<file path="src/rtl/vbs_pkg.sv">
package vbs_pkg;
  localparam int unsigned BYTE_W = 8;
  localparam int unsigned SEL_W  = $clog2(BYTE_W);

  typedef struct packed {
    logic pend;
    logic und;
    logic vblank;
  } vbs_stat_t;
endpackage

</file>
<file path="src/rtl/vbs_timing.sv">
module vbs_timing
  import vbs_pkg::*;
#(
  parameter int unsigned H_ACT = 640,
  parameter int unsigned H_FP  = 16,
  parameter int unsigned H_SY  = 96,
  parameter int unsigned H_BP  = 48,
  parameter int unsigned V_ACT = 480,
  parameter int unsigned V_FP  = 10,
  parameter int unsigned V_SY  = 2,
  parameter int unsigned V_BP  = 33
) (
  input  logic clk_i,
  input  logic rst_ni,
  output logic load_o,
  output logic irq_set_o,
  output logic act_o,
  output logic hsync_o,
  output logic vsync_o,
  output logic vblank_o
);
  localparam int unsigned H_TOT = H_ACT + H_FP + H_SY + H_BP;
  localparam int unsigned V_TOT = V_ACT + V_FP + V_SY + V_BP;
  localparam int unsigned HW = $clog2(H_TOT);
  localparam int unsigned VW = $clog2(V_TOT);
  localparam logic [HW-1:0] H_LAST = HW'(H_TOT - 1);
  localparam logic [HW-1:0] H_VIS  = HW'(H_ACT);
  localparam logic [HW-1:0] HS_BEG = HW'(H_ACT + H_FP);
  localparam logic [HW-1:0] HS_END = HW'(H_ACT + H_FP + H_SY);
  localparam logic [VW-1:0] V_LAST = VW'(V_TOT - 1);
  localparam logic [VW-1:0] V_VIS  = VW'(V_ACT);
  localparam logic [VW-1:0] V_PRE  = VW'(V_ACT - 1);
  localparam logic [VW-1:0] VS_BEG = VW'(V_ACT + V_FP);
  localparam logic [VW-1:0] VS_END = VW'(V_ACT + V_FP + V_SY);

  logic [HW-1:0] h_q;
  logic [VW-1:0] v_q;
  logic act_c, hs_c, vs_c;

  always_ff @(posedge clk_i or negedge rst_ni) begin
    if (!rst_ni) begin
      h_q <= '0;
      v_q <= '0;
    end else if (h_q == H_LAST) begin
      h_q <= '0;
      v_q <= (v_q == V_LAST) ? '0 : v_q + 1'b1;
    end else begin
      h_q <= h_q + 1'b1;
    end
  end

  always_comb begin
    act_c     = (h_q < H_VIS) && (v_q < V_VIS);
    load_o    = act_c && (h_q[SEL_W-1:0] == '0);
    hs_c      = !((h_q >= HS_BEG) && (h_q < HS_END));
    vs_c      = !((v_q >= VS_BEG) && (v_q < VS_END));
    // line before each visible line: last frame line, or visible lines but the last
    irq_set_o = (h_q == HS_BEG) && ((v_q == V_LAST) || (v_q < V_PRE));
  end

  always_ff @(posedge clk_i or negedge rst_ni) begin
    if (!rst_ni) begin
      act_o    <= 1'b0;
      hsync_o  <= 1'b1;
      vsync_o  <= 1'b1;
      vblank_o <= 1'b0;
    end else begin
      act_o    <= act_c;
      hsync_o  <= hs_c;
      vsync_o  <= vs_c;
      vblank_o <= (v_q >= V_VIS);
    end
  end
endmodule

</file>
<file path="src/rtl/vbs_serializer.sv">
module vbs_serializer
  import vbs_pkg::*;
(
  input  logic              clk_i,
  input  logic              rst_ni,
  input  logic              wr_en_i,
  input  logic [BYTE_W-1:0] wr_data_i,
  input  logic              load_i,
  input  logic              act_i,
  output logic              pix_o,
  output logic              underrun_o
);
  logic [BYTE_W-1:0] hold_q, shift_q;
  logic              full_q;

  assign underrun_o = load_i && !full_q;
  assign pix_o      = act_i && shift_q[BYTE_W-1];

  always_ff @(posedge clk_i or negedge rst_ni) begin
    if (!rst_ni) begin
      hold_q <= '0;
      full_q <= 1'b0;
    end else if (wr_en_i) begin
      hold_q <= wr_data_i;  // same-cycle load still takes the old byte
      full_q <= 1'b1;
    end else if (load_i) begin
      full_q <= 1'b0;
    end
  end

  always_ff @(posedge clk_i or negedge rst_ni) begin
    if (!rst_ni)     shift_q <= '0;
    else if (load_i) shift_q <= full_q ? hold_q : '0;
    else             shift_q <= {shift_q[BYTE_W-2:0], 1'b0};
  end
endmodule

</file>
<file path="src/rtl/vbs_status.sv">
module vbs_status
  import vbs_pkg::*;
(
  input  logic      clk_i,
  input  logic      rst_ni,
  input  logic      set_i,
  input  logic      und_i,
  input  logic      vblank_i,
  input  logic      rd_i,
  output vbs_stat_t stat_o,
  output logic      irq_o
);
  logic pend_q, und_q;

  always_ff @(posedge clk_i or negedge rst_ni) begin
    if (!rst_ni) begin
      pend_q <= 1'b0;
      und_q  <= 1'b0;
    end else begin
      if (set_i)     pend_q <= 1'b1;
      else if (rd_i) pend_q <= 1'b0;
      if (und_i)     und_q  <= 1'b1;
      else if (rd_i) und_q  <= 1'b0;
    end
  end

  assign stat_o = '{pend: pend_q, und: und_q, vblank: vblank_i};
  assign irq_o  = pend_q;
endmodule

</file>
<file path="src/rtl/vga_beam_shifter.sv">
module vga_beam_shifter
  import vbs_pkg::*;
#(
  parameter int unsigned H_ACT = 640,
  parameter int unsigned H_FP  = 16,
  parameter int unsigned H_SY  = 96,
  parameter int unsigned H_BP  = 48,
  parameter int unsigned V_ACT = 480,
  parameter int unsigned V_FP  = 10,
  parameter int unsigned V_SY  = 2,
  parameter int unsigned V_BP  = 33
) (
  input  logic              clk_i,
  input  logic              rst_ni,
  input  logic              wr_en_i,
  input  logic [BYTE_W-1:0] wr_data_i,
  input  logic              stat_rd_i,
  output logic [2:0]        stat_o,
  output logic              irq_o,
  output logic              hsync_o,
  output logic              vsync_o,
  output logic              pix_o
);
  logic load, irq_set, act, vblank, und_ev;
  vbs_stat_t stat;

  vbs_timing #(
    .H_ACT(H_ACT), .H_FP(H_FP), .H_SY(H_SY), .H_BP(H_BP),
    .V_ACT(V_ACT), .V_FP(V_FP), .V_SY(V_SY), .V_BP(V_BP)
  ) u_timing (
    .clk_i, .rst_ni,
    .load_o(load), .irq_set_o(irq_set), .act_o(act),
    .hsync_o, .vsync_o, .vblank_o(vblank)
  );

  vbs_serializer u_ser (
    .clk_i, .rst_ni, .wr_en_i, .wr_data_i,
    .load_i(load), .act_i(act), .pix_o, .underrun_o(und_ev)
  );

  vbs_status u_stat (
    .clk_i, .rst_ni, .set_i(irq_set), .und_i(und_ev),
    .vblank_i(vblank), .rd_i(stat_rd_i), .stat_o(stat), .irq_o
  );

  assign stat_o = stat;
endmodule

</file>
<file path="config.mk">
export PLATFORM = sky130hd
export DESIGN_NAME = vga_beam_shifter
export DESIGN_NICKNAME = d
export VERILOG_FILES = /design/src/rtl/vbs_pkg.sv /design/src/rtl/vbs_timing.sv /design/src/rtl/vbs_serializer.sv /design/src/rtl/vbs_status.sv /design/src/rtl/vga_beam_shifter.sv
export SDC_FILE = /design/constraint.sdc
export NUM_CORES = 1
export LEC_CHECK = 0
export ABC_AREA = 1
export BUFFER_PORTS_ARGS = -buffer_cell sky130_fd_sc_hd__buf_2
export CAP_MARGIN = 40
export CORE_AREA = 3 3 93 60
export CTS_BUF_LIST = sky130_fd_sc_hd__clkbuf_8
export DETAILED_ROUTE_END_ITERATION = 7
export DIE_AREA = 0 0 96 63
export PLACE_DENSITY_LB_ADDON = 0.12
export SKIP_LAST_GASP = 1
export SLEW_MARGIN = 20
export SYNTH_ARGS = -nofsm -noshare
export SYNTH_HDL_FRONTEND = slang
export SYNTH_SLANG_ARGS = --single-unit
</file>
<file path="constraint.sdc">
create_clock -name clk_i -period 4 [get_ports clk_i]
set_input_delay 0 -clock clk_i [delete_from_list [all_inputs] [get_ports clk_i]]
set_output_delay 0 -clock clk_i [all_outputs]
set_load 0.005 [all_outputs]
</file>
### Word-level counts from Yosys, hierarchy flattened

Index checks and enable logic that the tools add are counted.

| word-level totals | value |
|---|---|
| register bits | 43 |
| bits of input ports | 12 |
| output and inout bits | 7 |
| logic and storage cells | 48 |

| operators by class | value |
|---|---|
| $add $sub $neg | 2 |
| $lt $le $gt $ge | 8 |
| equal/unequal tests | 3 |
| mux-type cells | 9 |
| reductions and logical operators | 15 |

Operators by type and width:

| cell | number |
|---|---|
| $eq 10x10->1 const B | 3 |
| $lt 10x9->1 const B | 3 |
| $add 10x1->10 const B | 2 |
| $ge 10x9->1 const B | 2 |
| $lt 10x10->1 const B | 2 |
| $mux 10 | 2 |
| $mux 8 | 2 |
| $ge 10x10->1 const B | 1 |
| $logic_and 1x1->1 | 7 |
| $reduce_bool 2->1 | 3 |
| $mux 1 | 5 |
| $logic_not 1->1 | 3 |
| $logic_not 3->1 | 1 |
| $logic_or 1x1->1 | 1 |

### Logic depth before layout (Yosys ltp)

Gate-level depths: netlist of run 1.

| depth | value |
|---|---|
| depth in word-level cells | 5 |
| gate-level depth with buffers | 8 |
| gate-level depth less buffers | 8 |

### Modules after synthesis

A second synthesis of run 1 with hierarchy kept.

| unflattened totals | value |
|---|---|
| cells, all modules | 257 |
| area, all modules | 2,192.1 sq um |

By module, submodules not included:

| module | instances | cells an instance | area each (sq um) | sequential area each (sq um) |
|---|---|---|---|---|
| vbs_timing | 1 | 171 | 1,408.9 | 603.1 |
| vbs_serializer | 1 | 74 | 684.4 | 425.4 |
| vbs_status | 1 | 12 | 98.8 | 50.0 |

### Worst setup path after synthesis of run 1

OpenSTA, ideal clock, no wires.

| timing | value |
|---|---|
| path kind | register to register |
| start point | reg u_timing.h_q[0] |
| end point | reg u_timing.v_q[7] |
| setup time | 0.125 ns |
| arrival time | 1.216 ns |
| required time | 3.875 ns |
| path slack | 2.660 ns |
| stages on the path, launching flop included | 9 |
| buffers on the path | 0 |
| clock period less this slack | 1.340 ns |
| cell sequence | dfrtp_1 ha_1 nand2_2 nor2_4 nand3_2 nor2_4 inv_1 nand2_1 o21ai_1 |

| on the way | value |
|---|---|
| longest elaborated chain between the ends | 1 |

Ends and longest elaborated chain:

| element | line | text |
|---|---|---|
| start: declaration | vbs_timing.sv:36 | `logic [HW-1:0] h_q;` |
| start signal: assignment | vbs_timing.sv:48 | `h_q <= h_q + 1'b1;` |
| $eq 10x10->1 | vbs_timing.sv:44 | `end else if (h_q == H_LAST) begin` |
| end signal: assignment | vbs_timing.sv:46 | `v_q <= (v_q == V_LAST) ? '0 : v_q + 1'b1;` |
| end: declaration | vbs_timing.sv:37 | `logic [VW-1:0] v_q;` |

No other way between the ends.
A chain may end at the register's enable or synchronous reset.

### Worst setup path in the final report of run 1

| timing | value |
|---|---|
| start point | reg u_timing.h_q[0] |
| end point | reg u_timing.v_q[2] |

Same word-level chain as after synthesis.

==> results.json, run 1 <==
{
  "antenna_found_initial": 0,
  "critPathLaunchType": "flip-flop",
  "nNetsFinal": 284,
  "cts_max_path_buffers": 2,
  "hold_path_class": "in -> reg",
  "p_int_w": 0.000722,
  "p_sw_share_pct": 19.6,
  "path_delay_family": "simple AND/OR/NAND/NOR gates",
  "fin_skew_ns": 0.00233,
  "clk_latency_ns": 0.29,
  "pwr-share-comb_pct": 4.9,
  "postRouteAntennaNets": 0,
  "ys_warn_count": 0,
  "slew_headroom_pct": 64.5,
  "synth_compound_area_share_pct": 4.51,
  "synthFlopType": "dfrtp_1",
  "critPathMaxFanout": 13,
  "routed_wl_um": 4110,
  "ir_drop_v": 0.000144,
  "yosysSeqAreaShare_pct": 51.1,
  "track_usage_pct": 15.4,
  "synth_top_family_by_area": "simple AND/OR/NAND/NOR gates",
  "seqPwrFrac_pct": 51.0,
  "drt_iter0_drc": 173,
  "grt_pass1_vias": 1367,
  "slew_violations": 0,
  "core_sq_um": 4880,
  "async_flop_share_pct": 100,
  "initial_core_util_pct": 43.3,
  "required_ns": 4.19,
  "cts_made_buffers": 5,
  "muxShareOfSynthArea_pct": 3.73,
  "grt_max_degree": 23,
  "drcViolationCount": 0,
  "area.growth.synth_to_final_pct": 17.0,
  "dp.cells": 317,
  "syn_nets": 257,
  "status": "finished, final reports clean",
  "crit_path_end_kind": "flip-flop",
  "routed-via-count": 1514,
  "cts_sinks": 43,
  "cts_setup_buffers": 0,
  "cts_tree": "done",
  "dieArea_sq_um": 6050,
  "final.setup.tns_ns": 0,
  "ys_ff_latch": 43,
  "slowest_delay_ns": 0.46,
  "setup_violations": 0,
  "drt_first_pass_iters": 4,
  "io_buffers": 18,
  "ys_types": 27,
  "switching_power_w": 0.000176,
  "max-cap-violations": 0,
  "powerDensity_nw_per_um2": 363,
  "rsz0062_at_grt": "no",
  "synthAdderAreaFrac_pct": 2.37,
  "layout_min_cycle_time_ns": 1.75,
  "synthCells": 241,
  "clock_power_share_pct": 44.1,
  "fin_crit_sh_pct": 43.8,
  "die_x_um": 96,
  "fp.dieH_um": 63,
  "leakage_nw": 1.20,
  "place.detailed.hpwl_um": 3010,
  "clk_pin_slew_ns": 0.08,
  "synth_xor_area_share_pct": 2.90,
  "grt_first_pass_wirelength_um": 7130,
  "synth-edff-count": 0,
  "worstPathCellList": "ha_1, nand2_2, nor2_4, nand3_2, nor2_4, inv_1, nand2_1, nand2_1",
  "arrival_ns": 1.94,
  "synth.avg_cell_area_sq_um": 8.76,
  "finalPower_w": 0.000898,
  "overflow": 0,
  "cts-htree-levels": 2,
  "fillers": 479,
  "slowest_stage": "dfrtp_1",
  "diodes": 0,
  "hold_viol": 0,
  "num_io_pins": 19,
  "crit_type": "reg -> reg",
  "crit_buf_inv": 1,
  "synth.cell_area_sq_um": 2110,
  "clockRootBuffer": "clkbuf_8",
  "avgViaCountPerCell": 4.52,
  "gp_routability_congestion": 0.797,
  "yosys.area_share.simple_pct": 26.6,
  "detail_route.wl_per_cell_um": 12.3,
  "drive_above_1_share_pct": 16.7,
  "worst_pin_slew_ns": 0.532,
  "rows": 20,
  "instances_no_fill": 335,
  "fmax_mhz": 571
}
[worst register-to-register path: stages, from the launching register on]
cell and delay [ns]:
dfrtp_1 0.46, ha_1 0.24, nand2_2 0.10, nor2_4 0.14, nand3_2 0.10, nor2_4 0.27
inv_1 0.18, nand2_1 0.11, nand2_1 0.05
[metal layers]
metal,vias up,part of all wire (%),global-route usage [%]
li1,813,-,-
met1,665,60,26.8
met2,31,35,17.0
met3,5,4.2,4.21
met4,0,1.2,5.32
met5,-,0,0
[cells by family after synthesis]
logic type      Yosys count
xor+xnor                  7
mux                       7
compound gates           17
flops                    43
buf+inv                  39
fa+ha+maj                 4
simple gates            124
[Yosys cell counts, drive strengths merged, types with 2 or more instances]
library cell	count	area share, %
buf	9	3.5
mux2	7	3.7
nand2	63	11
o2111ai	2	0.83
nor2	31	6.6
xor2	6	2.5
a21oi	3	0.71
nand4	7	2.1
nand3	15	4.0
dfrtp	41	49
dfstp	2	2.5
o21ai	11	2.6
nor3	6	2.0
inv	30	5.3
ha	4	2.4
[per-stage QoR]
stage                     setup WS [ns]  hold WS (ns)  utilization, %  instance area [sq um]
after floorplan                    2.66        -0.296               -                   2110
after global placement             2.26         0.228            45.3                   2210
after detailed placement           2.25        0.0132            45.8                   2240
after CTS                          2.24        0.0697            50.6                   2470
after global routing               2.09        0.0915            50.6                   2470
final                              2.25        0.0631            50.6                   2470
[cell type report]
cell class | count | area, sq um | share of cell area [%]
repair buffers | 29 | 218 | 8.81
multi-input cells | 159 | 846 | 34.2
well taps | 66 | 82.6 | 3.34
clock buffers | 5 | 68.8 | 2.79
inverters | 30 | 113 | 4.56
flip-flops and latches | 43 | 1080 | 43.7
clock inverters | 3 | 63.8 | 2.58
[flip-flops by register name, summed over array words and instances, names as in the netlist]
signal	flops
u_timing.v_q	10
u_ser.full_q	1
u_timing.vblank_o	1
u_ser.hold_q	8
u_stat.irq_o	1
u_timing.act_o	1
u_ser.shift_q	8
u_timing.vsync_o	1
u_timing.hsync_o	1
u_timing.h_q	10
u_stat.und_q	1
[repair_timing]
item                                   4_1_cts  5_1_grt
hold buffers                                10        0
endpoints found under the hold margin       30        0
resized for setup                            0        0
[power groups by stage]
stage / clock network, W / registers (W) / logic (W)
6_report: 0.000396 / 0.000458 / 0.0000437
5_1_grt: 0.000425 / 0.000461 / 0.0000503
4_1_cts: 0.000404 / 0.000458 / 0.0000451
3_5_place_dp: 0 / 0.000466 / 0.0000379
3_3_place_gp: 0 / 0.000467 / 0.0000342
2_1_floorplan: 0 / 0.000464 / 0.0000174
[layout by cell type (no fill, tap or decap)]
| cell | netlist | final |
|---|---|---|
| a21o_1 | 1 | 1 |
| a21oi_1 | 3 | 3 |
| buf_16 | 0 | 1 |
| buf_2 | 2 | 18 |
| bufinv_16 | 0 | 2 |
| clkbuf_8 | 0 | 5 |
| dfrtp_1 | 41 | 41 |
| dfstp_2 | 2 | 2 |
| dlygate4sd3_1 | 0 | 10 |
| ha_1 | 4 | 4 |
| inv_1 | 30 | 31 |
| mux2_2 | 7 | 7 |
| nand2_1 | 62 | 62 |
| nand2_2 | 1 | 1 |
| nand3_1 | 13 | 13 |
| nand3_2 | 2 | 2 |
| nand4_1 | 7 | 7 |
| nor2_1 | 26 | 26 |
| nor2_2 | 3 | 3 |
| nor2_4 | 2 | 2 |
| nor3_1 | 5 | 5 |
| nor3_4 | 1 | 1 |
| nor4_1 | 1 | 1 |
| o2111ai_1 | 2 | 2 |
| o21ai_0 | 9 | 9 |
| o21ai_1 | 2 | 2 |
| or2_2 | 1 | 1 |
| xnor2_1 | 1 | 1 |
| xor2_1 | 6 | 6 |
[final timing paths]
| kind | cells past startpoint | slack (ns) | to | from |
|---|---|---|---|---|
| setup reg to reg | 8 | 2.25 | u_timing.v_q[2] | u_timing.h_q[0] |
| min in group asynchronous | 2 | 0.21 | u_timing.h_q[8] | rst_ni |
| setup / recovery | 8 | 2.25 | u_timing.v_q[2] | u_timing.h_q[0] |
| hold reg to reg | 2 | 0.45 | u_ser.shift_q[5] | u_ser.shift_q[4] |
| max in group asynchronous | 3 | 3.22 | u_timing.vsync_o | rst_ni |
| hold / removal | 2 | 0.06 | u_ser.full_q | wr_en_i |
No activity file was read; power rests on OpenSTA's default activity.
==> run 2: changes to the inputs <==
clock period = 1.6 ns   (was 4 ns; I/O delays follow)
==> results.json, run 2 (same netlist as run 1, synthesis figures left out) <==
{
  "diodes": 0,
  "drcViolationCount": 0,
  "overflow": 0,
  "gp_routability_congestion": 0.827,
  "instances_no_fill": 346,
  "grt_max_degree": 21,
  "crit_path_end_kind": "flip-flop",
  "drt_iter0_drc": 56,
  "drive_above_1_share_pct": 20.0,
  "num_io_pins": 19,
  "max-cap-violations": 0,
  "crit_start": "u_timing.h_q[1]",
  "cts_made_buffers": 5,
  "initial_core_util_pct": 43.3,
  "cts_sinks": 43,
  "grt_pass1_vias": 1518,
  "multi_input_area_sq_um": 846,
  "hold_start": "wr_en_i",
  "fp.dieH_um": 63,
  "leakage_nw": 1.22,
  "avgViaCountPerCell": 4.66,
  "drt_first_pass_iters": 4,
  "reg.largest.list": "u_timing.h_q: 10 flops, u_timing.v_q: 10 flops",
  "clockRootBuffer": "clkbuf_8",
  "mostFrequentLayoutCell": "nand2_1",
  "fillers": 487,
  "setup_violations": 0,
  "arrival_ns": 1.66,
  "critPathMaxFanout": 12,
  "slew_headroom_pct": 79.8,
  "antenna_found_initial": 0,
  "die_x_um": 96,
  "dieArea_sq_um": 6050,
  "post-place-ws_ns": 0.0527,
  "postCtsResizedCells": 0,
  "hold_viol": 0,
  "worst_pin_slew_ns": 0.302,
  "ir_drop_v": 0.000416,
  "track_usage_pct": 15.6,
  "fmax_mhz": 693,
  "layout_min_cycle_time_ns": 1.44,
  "nNetsFinal": 295,
  "grt_first_pass_wirelength_um": 7290,
  "powerDensity_nw_per_um2": 777,
  "io_buffers": 18,
  "finalPower_w": 0.00193,
  "clk_pin_slew_ns": 0.08,
  "mostFrequentLayoutCells": "nand2_1 (62), dfrtp_1 (41), inv_1 (31), nor2_1 (26), buf_2 (18)",
  "required_ns": 1.81,
  "routed.top_layer": "met4",
  "hold_path_class": "in -> reg",
  "slew_violations": 0,
  "routed-via-count": 1611,
  "critPathLaunchType": "flip-flop",
  "place.detailed.hpwl_um": 3130,
  "fin_skew_ns": 0.00676,
  "core_sq_um": 4880,
  "postRouteAntennaNets": 0,
  "setup_slack_ns": 0.156,
  "cts-htree-levels": 2,
  "fin_crit_sh_pct": 90.3,
  "cts_max_path_buffers": 2,
  "whs_ns": 0.0819,
  "status": "finished, final reports clean",
  "routed_wl_um": 4180,
  "area.growth.synth_to_final_pct": 17.7,
  "clk_latency_ns": 0.30,
  "cts_tree": "done",
  "detail_route.wl_per_cell_um": 12.1,
  "crit_type": "reg -> reg",
  "wl_met1_um": 2310,
  "regArea_sq_um": 1080,
  "wl_met2_um": 1660,
  "dp.cells": 327,
  "met3_length_um": 163,
  "rows": 20,
  "r2r_start": "u_timing.h_q[1]",
  "final.setup.tns_ns": 0
}
==> run 2: metal layers <==
metal,vias to the layer above,track usage [%]
li1,833,-
met1,749,24.6
met2,24,20.4
met3,5,4.33
met4,0,4.26
met5,-,0
==> run 2: final timing paths <==
kind / depth (start not counted) / slack, ns / end
worst max-delay path: 8 / 0.16 / u_timing.v_q[3]
max in group asynchronous: 3 / 0.95 / u_ser.hold_q[3]
worst max register to register: 8 / 0.16 / u_timing.v_q[3]
worst min register to register: 2 / 0.45 / u_ser.shift_q[4]
min in group asynchronous: 2 / 0.10 / u_timing.h_q[6]
worst min-delay path: 3 / 0.08 / u_ser.hold_q[0]
==> run 2: where the power goes <==
part | switching (W) | total [W] | internal, W
clock | 0.000384 | 0.000684 | 0.000299
combinational | 0.0000506 | 0.000107 | 0.0000563
sequential | 0.0000147 | 0.00114 | 0.00113
total | 0.000450 | 0.00193 | 0.00148
==> run 2: timing repair <==
action                                  4_1_cts  5_1_grt
setup buffers                                 0        1
hold buffers                                 10        0
endpoints found under the setup margin        0        7
endpoints found under the hold margin        52        0
==> run 2: per-stage QoR <==
| stage | util [%] | cell area [sq um] |
|---|---|---|
| floorplan | - | 2110 |
| global placement | 47.0 | 2290 |
| detailed placement | 47.0 | 2290 |
| CTS | 50.8 | 2480 |
| global route | 50.9 | 2480 |
| finish | 50.9 | 2480 |
==> run 2: final cells by class <==
cell class | instances | share of cell area, %
clock buffer | 5 | 2.77
inverter | 30 | 4.53
clock inverter | 3 | 0.655
sequential | 43 | 43.4
tap | 66 | 3.32
multi-input combinational | 159 | 34.0
timing repair buffer | 40 | 11.3
==> run 2: critical path: stages, from the launching register on <==
cell and delay [ns]:
dfrtp_1 0.39, ha_1 0.21, nand2_2 0.09, nor2_4 0.13, nand3_2 0.10, nor2_4 0.09, buf_4 0.18, nand4_1 0.09
o21ai_0 0.08
